==> src/rtl/yel_pkg.sv <==
package yel_pkg;

  typedef enum logic [1:0] {
    SRC_LINK    = 2'd0,
    SRC_CHANBIT = 2'd1,
    SRC_FRAME12 = 2'd2
  } yel_src_e;

  function automatic yel_src_e yel_pick(input logic esf, input logic s12);
    if (esf)      return SRC_LINK;
    else if (s12) return SRC_FRAME12;
    else          return SRC_CHANBIT;
  endfunction

endpackage

==> src/rtl/yel_rst_sync.sv <==
module yel_rst_sync #(
  parameter int STAGES = 2
) (
  input  logic clk,
  input  logic arst_n,
  output logic srst_n
);

  logic [STAGES-1:0] chain_q;

  always_ff @(posedge clk or negedge arst_n) begin
    if (!arst_n) chain_q <= '0;
    else         chain_q <= {chain_q[STAGES-2:0], 1'b1};
  end

  assign srst_n = chain_q[STAGES-1];

endmodule

==> src/rtl/yel_link_det.sv <==
module yel_link_det #(
  parameter int PAT_W = 16,
  parameter int REPS  = 16
) (
  input  logic clk,
  input  logic rst_n,
  input  logic clr,
  input  logic dl_bit,
  input  logic dl_valid,
  output logic alarm
);

  localparam int HALF  = PAT_W / 2;
  localparam int PH_W  = $clog2(PAT_W);
  localparam int REP_W = $clog2(REPS + 1);
  localparam logic [PAT_W-1:0] PAT = {{HALF{1'b0}}, {HALF{1'b1}}};

  logic [PAT_W-1:0] win_q, win_d, win_sh;
  logic [PH_W-1:0]  ph_q, ph_d;
  logic [REP_W-1:0] rep_q, rep_d;
  logic             alm_q, alm_d;
  logic             hit;

  assign win_sh = {win_q[PAT_W-2:0], dl_bit};
  assign hit    = (win_sh == PAT);

  // next state
  always_comb begin
    win_d = win_q;
    ph_d  = ph_q;
    rep_d = rep_q;
    alm_d = alm_q;
    if (clr) begin
      win_d = '0;
      ph_d  = '0;
      rep_d = '0;
      alm_d = 1'b0;
    end else if (dl_valid) begin
      win_d = win_sh;
      if (rep_q == '0) begin
        // hunting for pattern alignment
        if (hit) begin
          rep_d = REP_W'(1);
          ph_d  = '0;
          alm_d = alm_q | (REP_W'(1) == REP_W'(REPS));
        end
      end else if (ph_q == PH_W'(PAT_W - 1)) begin
        ph_d = '0;
        if (hit) begin
          rep_d = (rep_q == REP_W'(REPS)) ? rep_q : rep_q + REP_W'(1);
          alm_d = alm_q | (rep_d == REP_W'(REPS));
        end else begin
          rep_d = '0;
          alm_d = 1'b0;
        end
      end else begin
        ph_d = ph_q + PH_W'(1);
      end
    end
  end

  // registers
  always_ff @(posedge clk or negedge rst_n) begin
    if (!rst_n) begin
      win_q <= '0;
      ph_q  <= '0;
      rep_q <= '0;
      alm_q <= 1'b0;
    end else begin
      win_q <= win_d;
      ph_q  <= ph_d;
      rep_q <= rep_d;
      alm_q <= alm_d;
    end
  end

  assign alarm = alm_q;

  p_rep_bound_r1: assert property (@(posedge clk) disable iff (!rst_n)
    rep_q <= REP_W'(REPS));

  p_rise_count_r1: assert property (@(posedge clk) disable iff (!rst_n)
    $rose(alm_q) |-> (rep_q == REP_W'(REPS)));

  p_fall_count_r2: assert property (@(posedge clk) disable iff (!rst_n)
    $fell(alm_q) |-> (rep_q == '0));

  p_idle_hold_r3: assert property (@(posedge clk) disable iff (!rst_n)
    (!clr && !dl_valid) |=> ($stable(alm_q) && $stable(rep_q) && $stable(ph_q)));

  p_clr_r7: assert property (@(posedge clk) disable iff (!rst_n)
    clr |=> (!alm_q && rep_q == '0));

endmodule

==> src/rtl/yel_chan_det.sv <==
module yel_chan_det #(
  parameter int THRESH = 256
) (
  input  logic clk,
  input  logic rst_n,
  input  logic clr,
  input  logic b2_stb,
  input  logic rx,
  output logic alarm
);

  localparam int CW = $clog2(THRESH + 1);

  logic [CW-1:0] cnt_q, cnt_d;
  logic          alm_q, alm_d;

  always_comb begin
    cnt_d = cnt_q;
    alm_d = alm_q;
    if (clr) begin
      cnt_d = '0;
      alm_d = 1'b0;
    end else if (b2_stb) begin
      if (rx) begin
        cnt_d = '0;
        alm_d = 1'b0;
      end else begin
        if (cnt_q != CW'(THRESH)) cnt_d = cnt_q + CW'(1);
        if (cnt_d == CW'(THRESH)) alm_d = 1'b1;
      end
    end
  end

  always_ff @(posedge clk or negedge rst_n) begin
    if (!rst_n) begin
      cnt_q <= '0;
      alm_q <= 1'b0;
    end else begin
      cnt_q <= cnt_d;
      alm_q <= alm_d;
    end
  end

  assign alarm = alm_q;

  p_cnt_bound_r4: assert property (@(posedge clk) disable iff (!rst_n)
    cnt_q <= CW'(THRESH));

  p_rise_r4: assert property (@(posedge clk) disable iff (!rst_n)
    $rose(alm_q) |-> (cnt_q == CW'(THRESH)));

  p_one_clears_r5: assert property (@(posedge clk) disable iff (!rst_n)
    (!clr && b2_stb && rx) |=> (!alm_q && cnt_q == '0));

  p_other_bits_r4: assert property (@(posedge clk) disable iff (!rst_n)
    (!clr && !b2_stb) |=> ($stable(cnt_q) && $stable(alm_q)));

endmodule

==> src/rtl/yel_s12_det.sv <==
module yel_s12_det (
  input  logic clk,
  input  logic rst_n,
  input  logic clr,
  input  logic f_stb,
  input  logic f12,
  input  logic rx,
  output logic alarm
);

  logic alm_q, alm_d;
  logic take;

  assign take = f_stb & f12;

  always_comb begin
    alm_d = alm_q;
    if (clr)       alm_d = 1'b0;
    else if (take) alm_d = rx;
  end

  always_ff @(posedge clk or negedge rst_n) begin
    if (!rst_n) alm_q <= 1'b0;
    else        alm_q <= alm_d;
  end

  assign alarm = alm_q;

  p_follow_r6: assert property (@(posedge clk) disable iff (!rst_n)
    (!clr && f_stb && f12) |=> (alm_q == $past(rx)));

  p_other_frames_r6: assert property (@(posedge clk) disable iff (!rst_n)
    (!clr && !(f_stb && f12)) |=> $stable(alm_q));

endmodule

==> src/rtl/yel_sticky.sv <==
module yel_sticky (
  input  logic clk,
  input  logic rst_n,
  input  logic clr,
  input  logic alarm,
  input  logic rd_clr,
  output logic sticky
);

  logic stk_q, stk_d;

  always_comb begin
    if (clr) stk_d = 1'b0;
    else     stk_d = alarm | (stk_q & ~rd_clr);
  end

  always_ff @(posedge clk or negedge rst_n) begin
    if (!rst_n) stk_q <= 1'b0;
    else        stk_q <= stk_d;
  end

  assign sticky = stk_q;

  p_set_r8: assert property (@(posedge clk) disable iff (!rst_n)
    (!clr && alarm) |=> stk_q);

  p_keep_r8: assert property (@(posedge clk) disable iff (!rst_n)
    (!clr && stk_q && !rd_clr) |=> stk_q);

  p_drop_r8: assert property (@(posedge clk) disable iff (!rst_n)
    (rd_clr && !alarm) |=> !stk_q);

endmodule

==> src/rtl/t1_yellow_detect.sv <==
module t1_yellow_detect
  import yel_pkg::*;
#(
  parameter int PAT_W      = 16,
  parameter int REPS       = 16,
  parameter int THRESH     = 256,
  parameter int RST_STAGES = 2
) (
  input  logic clk,
  input  logic rst_n,
  input  logic soft_rst,
  input  logic mode_esf,
  input  logic s12_fmt,
  input  logic rx_data,
  input  logic bit2_stb,
  input  logic fbit_stb,
  input  logic frame12,
  input  logic dl_bit,
  input  logic dl_valid,
  input  logic rd_clr,
  output logic yel_alarm,
  output logic yel_sticky
);

  logic     rst_n_s;
  yel_src_e src;
  logic     clr_link, clr_chan, clr_s12;
  logic     alm_link, alm_chan, alm_s12;
  logic     alm_sel;

  yel_rst_sync #(.STAGES(RST_STAGES)) u_rst (
    .clk    (clk),
    .arst_n (rst_n),
    .srst_n (rst_n_s)
  );

  assign src      = yel_pick(mode_esf, s12_fmt);
  assign clr_link = soft_rst | (src != SRC_LINK);
  assign clr_chan = soft_rst | (src != SRC_CHANBIT);
  assign clr_s12  = soft_rst | (src != SRC_FRAME12);

  yel_link_det #(.PAT_W(PAT_W), .REPS(REPS)) u_link (
    .clk      (clk),
    .rst_n    (rst_n_s),
    .clr      (clr_link),
    .dl_bit   (dl_bit),
    .dl_valid (dl_valid),
    .alarm    (alm_link)
  );

  yel_chan_det #(.THRESH(THRESH)) u_chan (
    .clk    (clk),
    .rst_n  (rst_n_s),
    .clr    (clr_chan),
    .b2_stb (bit2_stb),
    .rx     (rx_data),
    .alarm  (alm_chan)
  );

  yel_s12_det u_s12 (
    .clk   (clk),
    .rst_n (rst_n_s),
    .clr   (clr_s12),
    .f_stb (fbit_stb),
    .f12   (frame12),
    .rx    (rx_data),
    .alarm (alm_s12)
  );

  always_comb begin
    unique case (src)
      SRC_LINK:    alm_sel = alm_link;
      SRC_CHANBIT: alm_sel = alm_chan;
      SRC_FRAME12: alm_sel = alm_s12;
      default:     alm_sel = 1'b0;
    endcase
  end

  assign yel_alarm = alm_sel;

  yel_sticky u_stk (
    .clk    (clk),
    .rst_n  (rst_n_s),
    .clr    (soft_rst),
    .alarm  (alm_sel),
    .rd_clr (rd_clr),
    .sticky (yel_sticky)
  );

  p_one_source_r7: assert property (@(posedge clk) disable iff (!rst_n_s)
    $countones({alm_link, alm_chan, alm_s12}) <= 1 || $past(soft_rst) == 1'b0);

  p_deselect_r7: assert property (@(posedge clk) disable iff (!rst_n_s)
    (src != SRC_LINK) |=> !alm_link);

  p_soft_rst_r9: assert property (@(posedge clk) disable iff (!rst_n_s)
    soft_rst |=> (!alm_link && !alm_chan && !alm_s12 && !yel_sticky));

endmodule

==> config.mk <==
export PLATFORM = sky130hd
export DESIGN_NAME = t1_yellow_detect
export DESIGN_NICKNAME = d
export VERILOG_FILES = /design/src/rtl/yel_pkg.sv /design/src/rtl/yel_rst_sync.sv /design/src/rtl/yel_link_det.sv /design/src/rtl/yel_chan_det.sv /design/src/rtl/yel_s12_det.sv /design/src/rtl/yel_sticky.sv /design/src/rtl/t1_yellow_detect.sv
export SDC_FILE = /design/constraint.sdc
export NUM_CORES = 1
export LEC_CHECK = 0
export BUFFER_PORTS_ARGS = -buffer_cell sky130_fd_sc_hd__buf_2
export CAP_MARGIN = 20
export CORE_MARGIN = 3
export CORE_UTILIZATION = 52
export DETAILED_ROUTE_END_ITERATION = 10
export GPL_ROUTABILITY_DRIVEN = 0
export PLACE_DENSITY = 0.81
export SYNTH_ARGS = -nofsm -noshare
export SYNTH_HDL_FRONTEND = slang
export SYNTH_SLANG_ARGS = --single-unit
==> constraint.sdc <==
create_clock -name clk -period 1.43 [get_ports clk]
set_input_delay 0.0715 -clock clk [delete_from_list [all_inputs] [get_ports clk]]
set_output_delay 0.0715 -clock clk [all_outputs]
set_load 0.01 [all_outputs]
==> results of run 1 <==
==> worst max-delay path: cells and delay by family, from the launching register on <==
kind                   cells  cell delay (ns)
AOI/OAI and AO/OA          2             0.32
buffers and inverters      2             0.31
and+or+nand+nor            2             0.79
DFF                        1             0.39
==> routing by layer <==
metal	GRT usage	wire (um)
met5	0	0
met4	0.100	235
met3	0.0511	281
met2	0.456	3410
met1	0.304	2570
==> logic make-up (layout without fill, tap and decap cells) <==
family / Yosys count / in the layout
AND/OR/NAND/NOR: 94 / 94
AO/OA/AOI/OAI: 53 / 53
adder cells (fa/ha/maj): 5 / 5
buffers and inverters: 21 / 98
other: 1 / 1
flip-flops: 39 / 39
multiplexers: 16 / 16
XOR/XNOR: 4 / 4
==> state kept, by name, indices dropped and copies added, names as in the netlist <==
signal and flops:
u_link.alarm 1, u_chan.alarm 1, u_rst.chain_q 2, u_stk.sticky 1, u_link.ph_q 4, u_link.win_q 15, u_s12.alarm 1, u_link.rep_q 5
u_chan.cnt_q 9
==> power by group through the flow <==
stage / clock (mW) / sequential, mW / combinational [mW]
floorplan: 0 / 1.14 / 0.0485
global placement: 0 / 1.13 / 0.114
detailed placement: 0 / 1.13 / 0.117
CTS: 1.11 / 1.11 / 0.121
global route: 1.17 / 1.11 / 0.137
finish: 1.11 / 1.11 / 0.125
==> how the worst min path moves through the flow <==
stage | cells after the start | start | to
after floorplan | 0 | rst_n | u_rst.chain_q[0]
after global routing | 2 | soft_rst | u_s12.alarm
final | 2 | soft_rst | u_s12.alarm
after global placement | 1 | rst_n | u_rst.chain_q[0]
after CTS | 2 | soft_rst | u_s12.alarm
after detailed placement | 1 | rst_n | u_rst.chain_q[0]
==> metrics by stage <==
stage               instance area (um^2)  hold slack (ns)  setup WS (ns)
floorplan                           2220           -0.224         -0.395
global placement                    2760           -0.142         -0.363
detailed placement                  2760           -0.141         -0.453
CTS                                 3030           0.0212         -0.421
global route                        3150           0.0422         -0.508
finish                              3150           0.0272         -0.469
==> what timing repair did <==
action,4_1_cts,5_1_grt
setup buffers,4,6
endpoints found under the hold margin,2,0
hold buffers,1,0
cloned,0,0
resized for setup,22,21
setup endpoints to repair,14,16
pin swaps,14,14
==> layout by cell type, fill, tap and decap left out, drive strengths merged, types with 2 or more instances in the layout <==
cell type / netlist / final
a211oi: 4 / 4
a21o: 2 / 2
a21oi: 7 / 7
a22oi: 2 / 2
a31oi: 3 / 3
and3: 6 / 6
and4: 2 / 2
buf: 5 / 83
bufinv: 0 / 2
clkbuf: 10 / 6
dfrtp: 39 / 39
ha: 5 / 5
inv: 6 / 6
mux2i: 16 / 16
nand2: 14 / 14
nand2b: 4 / 4
nand3: 9 / 9
nand4: 3 / 3
nand4b: 2 / 2
nor2: 30 / 30
nor2b: 5 / 5
nor3: 5 / 5
nor3b: 2 / 2
nor4: 3 / 3
nor4b: 3 / 3
o211ai: 3 / 3
o21ai: 16 / 16
o22ai: 2 / 2
o31ai: 3 / 3
o41ai: 4 / 4
or4b: 3 / 3
xnor2: 3 / 3
==> final cells by class <==
type	count	area [um^2]	area share
Multi-Input combinational cell	173	1310	0.417
Sequential cell	39	980	0.311
Timing Repair Buffer	84	636	0.202
Clock buffer	6	72.6	0.0230
Tap cell	50	62.6	0.0199
Clock inverter	2	60.1	0.0191
Inverter	6	25.0	0.00795
==> results_dict.tcl, run 1 <==
set metrics [dict create \
    ys_async_sr_fraction 1.00 \
    end_kind "flop" \
    rsz0062_at_grt "true" \
    avgSynthCellArea_um2 9.44 \
    power.share.sequential 0.474 \
    fin_crit_ns 1.90 \
    post-route-drc-count 0 \
    synth_area_mm2 0.00220 \
    p_switching_uw 488 \
    ios 14 \
    fill_cells 235 \
    synth-seq-cells 39 \
    row_count 23 \
    synth_top_family_by_area "simple AND/OR/NAND/NOR gates" \
    synth-xor-area-share 0.0159 \
    cp-startpoint "u_link.win_q[12]" \
    diodes 0 \
    fmax_ghz 0.527 \
    clk_pin_slew_ns 0.08 \
    fin_util 0.782 \
    cts_sinks 39 \
    dr.pass1.iters 4 \
    die_h_um 71.0 \
    total_power_mw 2.34 \
    intPower_mw 1.85 \
    outcome "complete, but fails checks" \
    synth_common_cells "dfrtp_1 (39), nor2_1 (30), mux2i_1 (16), o21ai_0 (16), nand2_1 (14)" \
    reg2reg_from "u_link.win_q[12]" \
    power_frac_comb 0.053 \
    report.final.slew_viol_count 0 \
    ant_nets 0 \
    slowest_delay_ns 0.55 \
    vias 2230 \
    start_kind "flop" \
    synth_area_leaders "dfrtp_1 (44%), mux2i_1 (7.3%), nor2_1 (5.1%), o21ai_0 (3.6%), ha_1 (2.8%)" \
    fin_setup_tns_ns -4.38 \
    die_w_um 71.0 \
    cts_tree "done" \
    cts_buffers 5 \
    htreeDepth 2 \
    wl_per_cell_um 18.0 \
    synth_simple_gate_area_share 0.234 \
    worstSetupPathType "flop to flop" \
    grt_pass1_vias 2217 \
    antenna_found_initial 0 \
    grt_pass1_wl_mm 10.2 \
    drt_iter0_drc 176 \
    synth_fa_ha_area_frac 0.0284 \
    hpwl_mm 3.92 \
    reg2reg_depth 6 \
    die_area_mm2 0.00505 \
    io_buffers 13 \
    synth.most_common_cell "dfrtp_1" \
    synthMuxAreaShare 0.0728 \
    viasPerCell 6.19 \
    drive_above_1_share 0.403 \
    fin_crit_sh 1.33 \
    initial_core_util 0.546 \
    grt_max_degree 35 \
    core_mm2 0.00403 \
    cpMaxStageDelayCell "or4b_4" \
    reg2reg_slack_ns -0.47 \
    synth_edf_count 0 \
    synth_nets 250 \
    synth_top_area_share 0.444 \
    required_ns 1.63 \
    dp.cells 344 \
    clock_path_buffers 2 \
    rr_endpoint "u_link.rep_q[0]" \
    yosysTopAreaCell "dfrtp_1" \
    grt_overflow 0 \
    nets 326 \
    cts-root-buf "clkbuf_8" \
    synth_compound_gate_area_share 0.163 \
    p_sw_frac 0.208 \
    routed_wl_mm 6.50 \
    drv_cap 0 \
    clk_latency_ns 0.30 \
    crit_path_end "u_link.rep_q[0]" \
    netlist_instances 233 \
    hold_violations 0 \
    hp-class "input port to flop" \
    seq_area_frac_synth 0.444 \
    ys.warnings.count 0 \
    setup_viol 12 \
    powerDensity_mw_per_mm2 743 \
    ir_drop_uv 538 \
    critPathMaxFanout 7 \
    p_leak_nw 1.46 \
    worst_slack_ns -0.469 \
    clock_skew_ns 0.0127 \
    cp.arrival_ns 2.10 \
    areaGrowthSynthToFinish_pct 43.2 \
    worstPathCellList "or4b_4 > nor4_4 > buf_6 > buf_6 > a21oi_4 > a2111oi_4" \
    violations "negative setup slack" \
    p_clk_frac 0.472 \
    instances_no_fill 360 \
    synthFlopType "dfrtp_1" \
    synth_cell_types 48 \
    crit_top_cell "buf_6" \
    grtUsageTotal 0.257 \
]
(Power assumes the default switching activity.)
==> run 2: changes to the inputs <==
==> constraint.sdc (replaced) <==
create_clock -name clk -period 1.43 [get_ports clk]
set_input_delay 0 -clock clk [delete_from_list [all_inputs] [get_ports clk]]
set_output_delay 0 -clock clk [all_outputs]
set_load 0.01 [all_outputs]
==> results_dict.tcl, run 2 (synthesis results as in run 1) <==
set metrics [dict create \
    reg2reg_slack_ns -0.50 \
    critPathMaxFanout 7 \
    dr.pass1.iters 4 \
    drv_cap 0 \
    holdPathStages 4 \
    clk_latency_ns 0.29 \
    core_mm2 0.00403 \
    fin_util 0.763 \
    fin_crit_sh 1.35 \
    violations "negative setup slack" \
    powerDensity_mw_per_mm2 666 \
    reg2reg_from "u_link.win_q[7]" \
    cts_tree "done" \
    start_kind "flop" \
    rr_endpoint "u_link.rep_q[1]" \
    hold_violations 0 \
    clock_skew_ns 0.00968 \
    antenna_found_initial 0 \
    cts_sinks 39 \
    drive_above_1_share 0.395 \
    reg2reg_depth 6 \
    largest_registers "u_link.win_q (15), u_chan.cnt_q (9), u_link.rep_q (5)" \
    cts_buffers 5 \
    diodes 0 \
    nets 325 \
    initial_core_util 0.546 \
    final_cell_mix "buf_4 (62), dfrtp_1 (38), nor2_1 (27)" \
    viasPerCell 5.90 \
    die_area_mm2 0.00505 \
    fmax_ghz 0.518 \
    row_count 23 \
    regMostFlops "u_link.win_q" \
    grt_max_degree 35 \
    clk_pin_slew_ns 0.08 \
    fin_setup_tns_ns -4.47 \
    htreeDepth 2 \
    min_from "s12_fmt" \
    vias 2117 \
    hpwl_mm 3.72 \
    grt_pass1_wl_mm 9.83 \
    hold_ws_ns 0.0208 \
    p_leak_nw 1.44 \
    largest_register_ffs 15 \
    report.final.slew_viol_count 0 \
    clock_path_buffers 2 \
    rsz0062_at_grt "true" \
    ir_drop_uv 622 \
    wl_per_cell_um 16.5 \
    grt_overflow 0 \
    end_kind "flop" \
    hp-class "input port to flop" \
    io_buffers 13 \
    routed_wl_mm 5.92 \
    worst_slack_ns -0.501 \
    grt_pass1_vias 2095 \
    drt_iter0_drc 205 \
    post-route-drc-count 0 \
    die_w_um 71.0 \
    ant_nets 0 \
    areaGrowthSynthToFinish_pct 39.7 \
    worstHoldEndpoint "u_chan.alarm" \
    setup_viol 13 \
    ios 14 \
    cts-root-buf "clkbuf_8" \
    cp-startpoint "u_link.win_q[7]" \
    cp.arrival_ns 2.10 \
    required_ns 1.60 \
    grtUsageTotal 0.246 \
    fin_crit_ns 1.93 \
    die_h_um 71.0 \
    mostFrequentLayoutCell "buf_4" \
    outcome "complete, but fails checks" \
    worstSetupPathType "flop to flop" \
]
## run 2: stage by stage
stage	area, um^2	total power, mW	cells	setup WS, ns
finish	3070	2.05	359	-0.501
global route	3070	2.14	359	-0.580
CTS	2970	2.07	357	-0.484
detailed placement	2760	1.25	343	-0.483
global placement	2760	1.24	343	-0.364
floorplan	2220	1.19	233	-0.395
## run 2: layout make-up
cell class / count / area, um^2
fillers: 244 / 956
flip-flops and latches: 39 / 977
well taps: 50 / 62.6
repair buffers: 83 / 624
multi-input cells: 173 / 1290
inverters: 6 / 22.5
clock buffers: 8 / 100
## run 2: how the worst max path moves through the flow
stage                     slack, ns  depth (start not counted)         endpoint
after floorplan               -0.39                          6  u_link.rep_q[1]
final                         -0.50                          6  u_link.rep_q[1]
after global routing          -0.58                          6  u_link.rep_q[1]
after CTS                     -0.48                          6  u_link.rep_q[1]
after global placement        -0.36                          5  u_link.rep_q[0]
after detailed placement      -0.48                          6  u_link.rep_q[1]
## run 2: critical path: stages (launching register included)
cell and delay [ns]:
dfrtp_1 0.39, or4b_4 0.55, nor4_4 0.22, buf_6 0.17, o211ai_1 0.14, a22oi_1 0.26
nor2_1 0.07
## run 2: layer usage
layer	part of all wire	up-vias	track usage
li1	-	1002	-
met1	0.42	1032	0.317
met2	0.50	62	0.413
met3	0.042	21	0.0511
met4	0.040	0	0.0835
met5	0	-	0
## run 2: what timing repair did
action,CTS,global route
endpoints found under the hold margin,4,0
hold buffers,4,0
buffers inserted,3,3
pin swaps,12,7
setup endpoints to repair,14,17
resized for setup,14,21
cloned,0,0
## run 2: where the power goes
group | switching, mW | internal, mW | total [mW]
combinational | 0.0736 | 0.0496 | 0.123
sequential | 0.00427 | 1.11 | 1.11
clock | 0.373 | 0.440 | 0.813
total | 0.451 | 1.60 | 2.05
==> run 3: changes to the inputs <==
Settings changed: BUFFER_PORTS_ARGS -buffer_cell sky130_fd_sc_hd__buf_2 to -buffer_cell sky130_fd_sc_hd__buf_4.
==> results_dict.tcl, run 3 (synthesis results as in run 1) <==
set metrics [dict create \
    drt_iter0_drc 164 \
    critPathMaxFanout 7 \
    outcome "complete, but fails checks" \
    setup_viol 11 \
    vias 2055 \
    final_cell_mix "buf_4 (70), dfrtp_1 (37), nor2_1 (27)" \
    fin_setup_tns_ns -3.76 \
    mostFrequentLayoutCell "buf_4" \
    ant_nets 0 \
    violations "negative setup slack" \
    reg2reg_depth 7 \
    wl_per_cell_um 15.9 \
    grt_pass1_wl_mm 9.50 \
    hpwl_mm 3.79 \
    cp.arrival_ns 2.06 \
    worstSetupPathType "flop to flop" \
    largest_registers "u_link.win_q (15), u_chan.cnt_q (9), u_link.rep_q (5)" \
    die_w_um 71.0 \
    grt_overflow 0 \
    largest_register_ffs 15 \
    clk_pin_slew_ns 0.08 \
    start_kind "flop" \
    fmax_ghz 0.546 \
    viasPerCell 5.74 \
    powerDensity_mw_per_mm2 655 \
    fin_crit_sh 1.28 \
    fin_util 0.765 \
    grtUsageTotal 0.237 \
    fin_crit_ns 1.83 \
    required_ns 1.66 \
    reg2reg_from "u_link.win_q[12]" \
    fill_cells 270 \
    antenna_found_initial 0 \
    cts_buffers 5 \
    rsz0062_at_grt "true" \
    cts-root-buf "clkbuf_8" \
    p_leak_nw 1.44 \
    drive_above_1_share 0.386 \
    cts_tree "done" \
    die_area_mm2 0.00505 \
    row_count 23 \
    grt_pass1_vias 2005 \
    diodes 0 \
    regMostFlops "u_link.win_q" \
    clk_latency_ns 0.30 \
    core_mm2 0.00403 \
    ios 14 \
    drv_cap 0 \
    clock_skew_ns 0.00884 \
    rr_endpoint "u_link.rep_q[4]" \
    io_buffers 13 \
    reg2reg_slack_ns -0.40 \
    grt_max_degree 29 \
    cp-startpoint "u_link.win_q[12]" \
    cts_sinks 39 \
    ir_drop_uv 737 \
    end_kind "flop" \
    min_from "rx_data" \
    clock_path_buffers 2 \
    initial_core_util 0.546 \
    die_h_um 71.0 \
    hold_ws_ns 0.000998 \
    htreeDepth 2 \
    areaGrowthSynthToFinish_pct 40.2 \
    worstHoldEndpoint "u_chan.alarm" \
    worst_slack_ns -0.402 \
    post-route-drc-count 0 \
    report.final.slew_viol_count 0 \
    hold_violations 0 \
    dr.pass1.iters 4 \
    nets 324 \
    hp-class "input port to flop" \
    holdPathStages 4 \
    routed_wl_mm 5.68 \
]
run 3: layout make-up:
| class | count | area [um^2] | area share |
|---|---|---|---|
| Clock buffer | 5 | 68.8 | 0.0223 |
| Timing Repair Buffer | 82 | 663 | 0.215 |
| Tap cell | 50 | 62.6 | 0.0203 |
| Sequential cell | 39 | 978 | 0.317 |
| Inverter | 6 | 22.5 | 0.00731 |
| Clock inverter | 3 | 25.0 | 0.00812 |
| Multi-Input combinational cell | 173 | 1260 | 0.409 |
run 3: layer usage:
metal	track usage	routed length [um]	part of all wire
met1	0.320	2450	0.43
met2	0.385	2930	0.52
met3	0.0469	185	0.033
met4	0.0814	105	0.019
met5	0	0	0
run 3: how the worst max path moves through the flow:
stage,to,slack [ns],cells past startpoint
2_1_floorplan,u_link.rep_q[1],-0.39,6
3_3_place_gp,u_link.rep_q[0],-0.37,5
3_5_place_dp,u_link.rep_q[0],-0.45,5
4_1_cts,u_link.rep_q[0],-0.42,5
5_1_grt,u_link.rep_q[1],-0.52,6
6_report,u_link.rep_q[4],-0.40,7
run 3: metrics by stage:
| step | cells | cell area [um^2] | setup slack [ns] | power, mW |
|---|---|---|---|---|
| 2_1_floorplan | 233 | 2220 | -0.395 | 1.19 |
| 3_3_place_gp | 341 | 2770 | -0.367 | 1.25 |
| 3_5_place_dp | 341 | 2770 | -0.454 | 1.26 |
| 4_1_cts | 358 | 3010 | -0.418 | 2.03 |
| 5_1_grt | 358 | 3080 | -0.523 | 2.11 |
| 6_report | 358 | 3080 | -0.402 | 2.02 |
run 3: power by group:
part	switching, mW	internal (mW)	total (mW)
Clock	0.427	0.349	0.776
Sequential	0.00744	1.11	1.11
Combinational	0.0704	0.0608	0.131
Total	0.505	1.52	2.02
run 3: worst max-delay path, cell delays in order, from the launching register on:
cell	delay (ns)
dfrtp_1	0.40
or4b_4	0.55
nor4_4	0.23
buf_6	0.16
buf_6	0.12
a21o_2	0.11
a22oi_1	0.07
nor2_1	0.13
run 3: what timing repair did:
item	CTS	global route
gates resized for setup	16	21
setup endpoints to repair	14	18
setup buffers	4	1
hold buffers	5	0
pin swaps	12	11
hold endpoints to repair	4	0
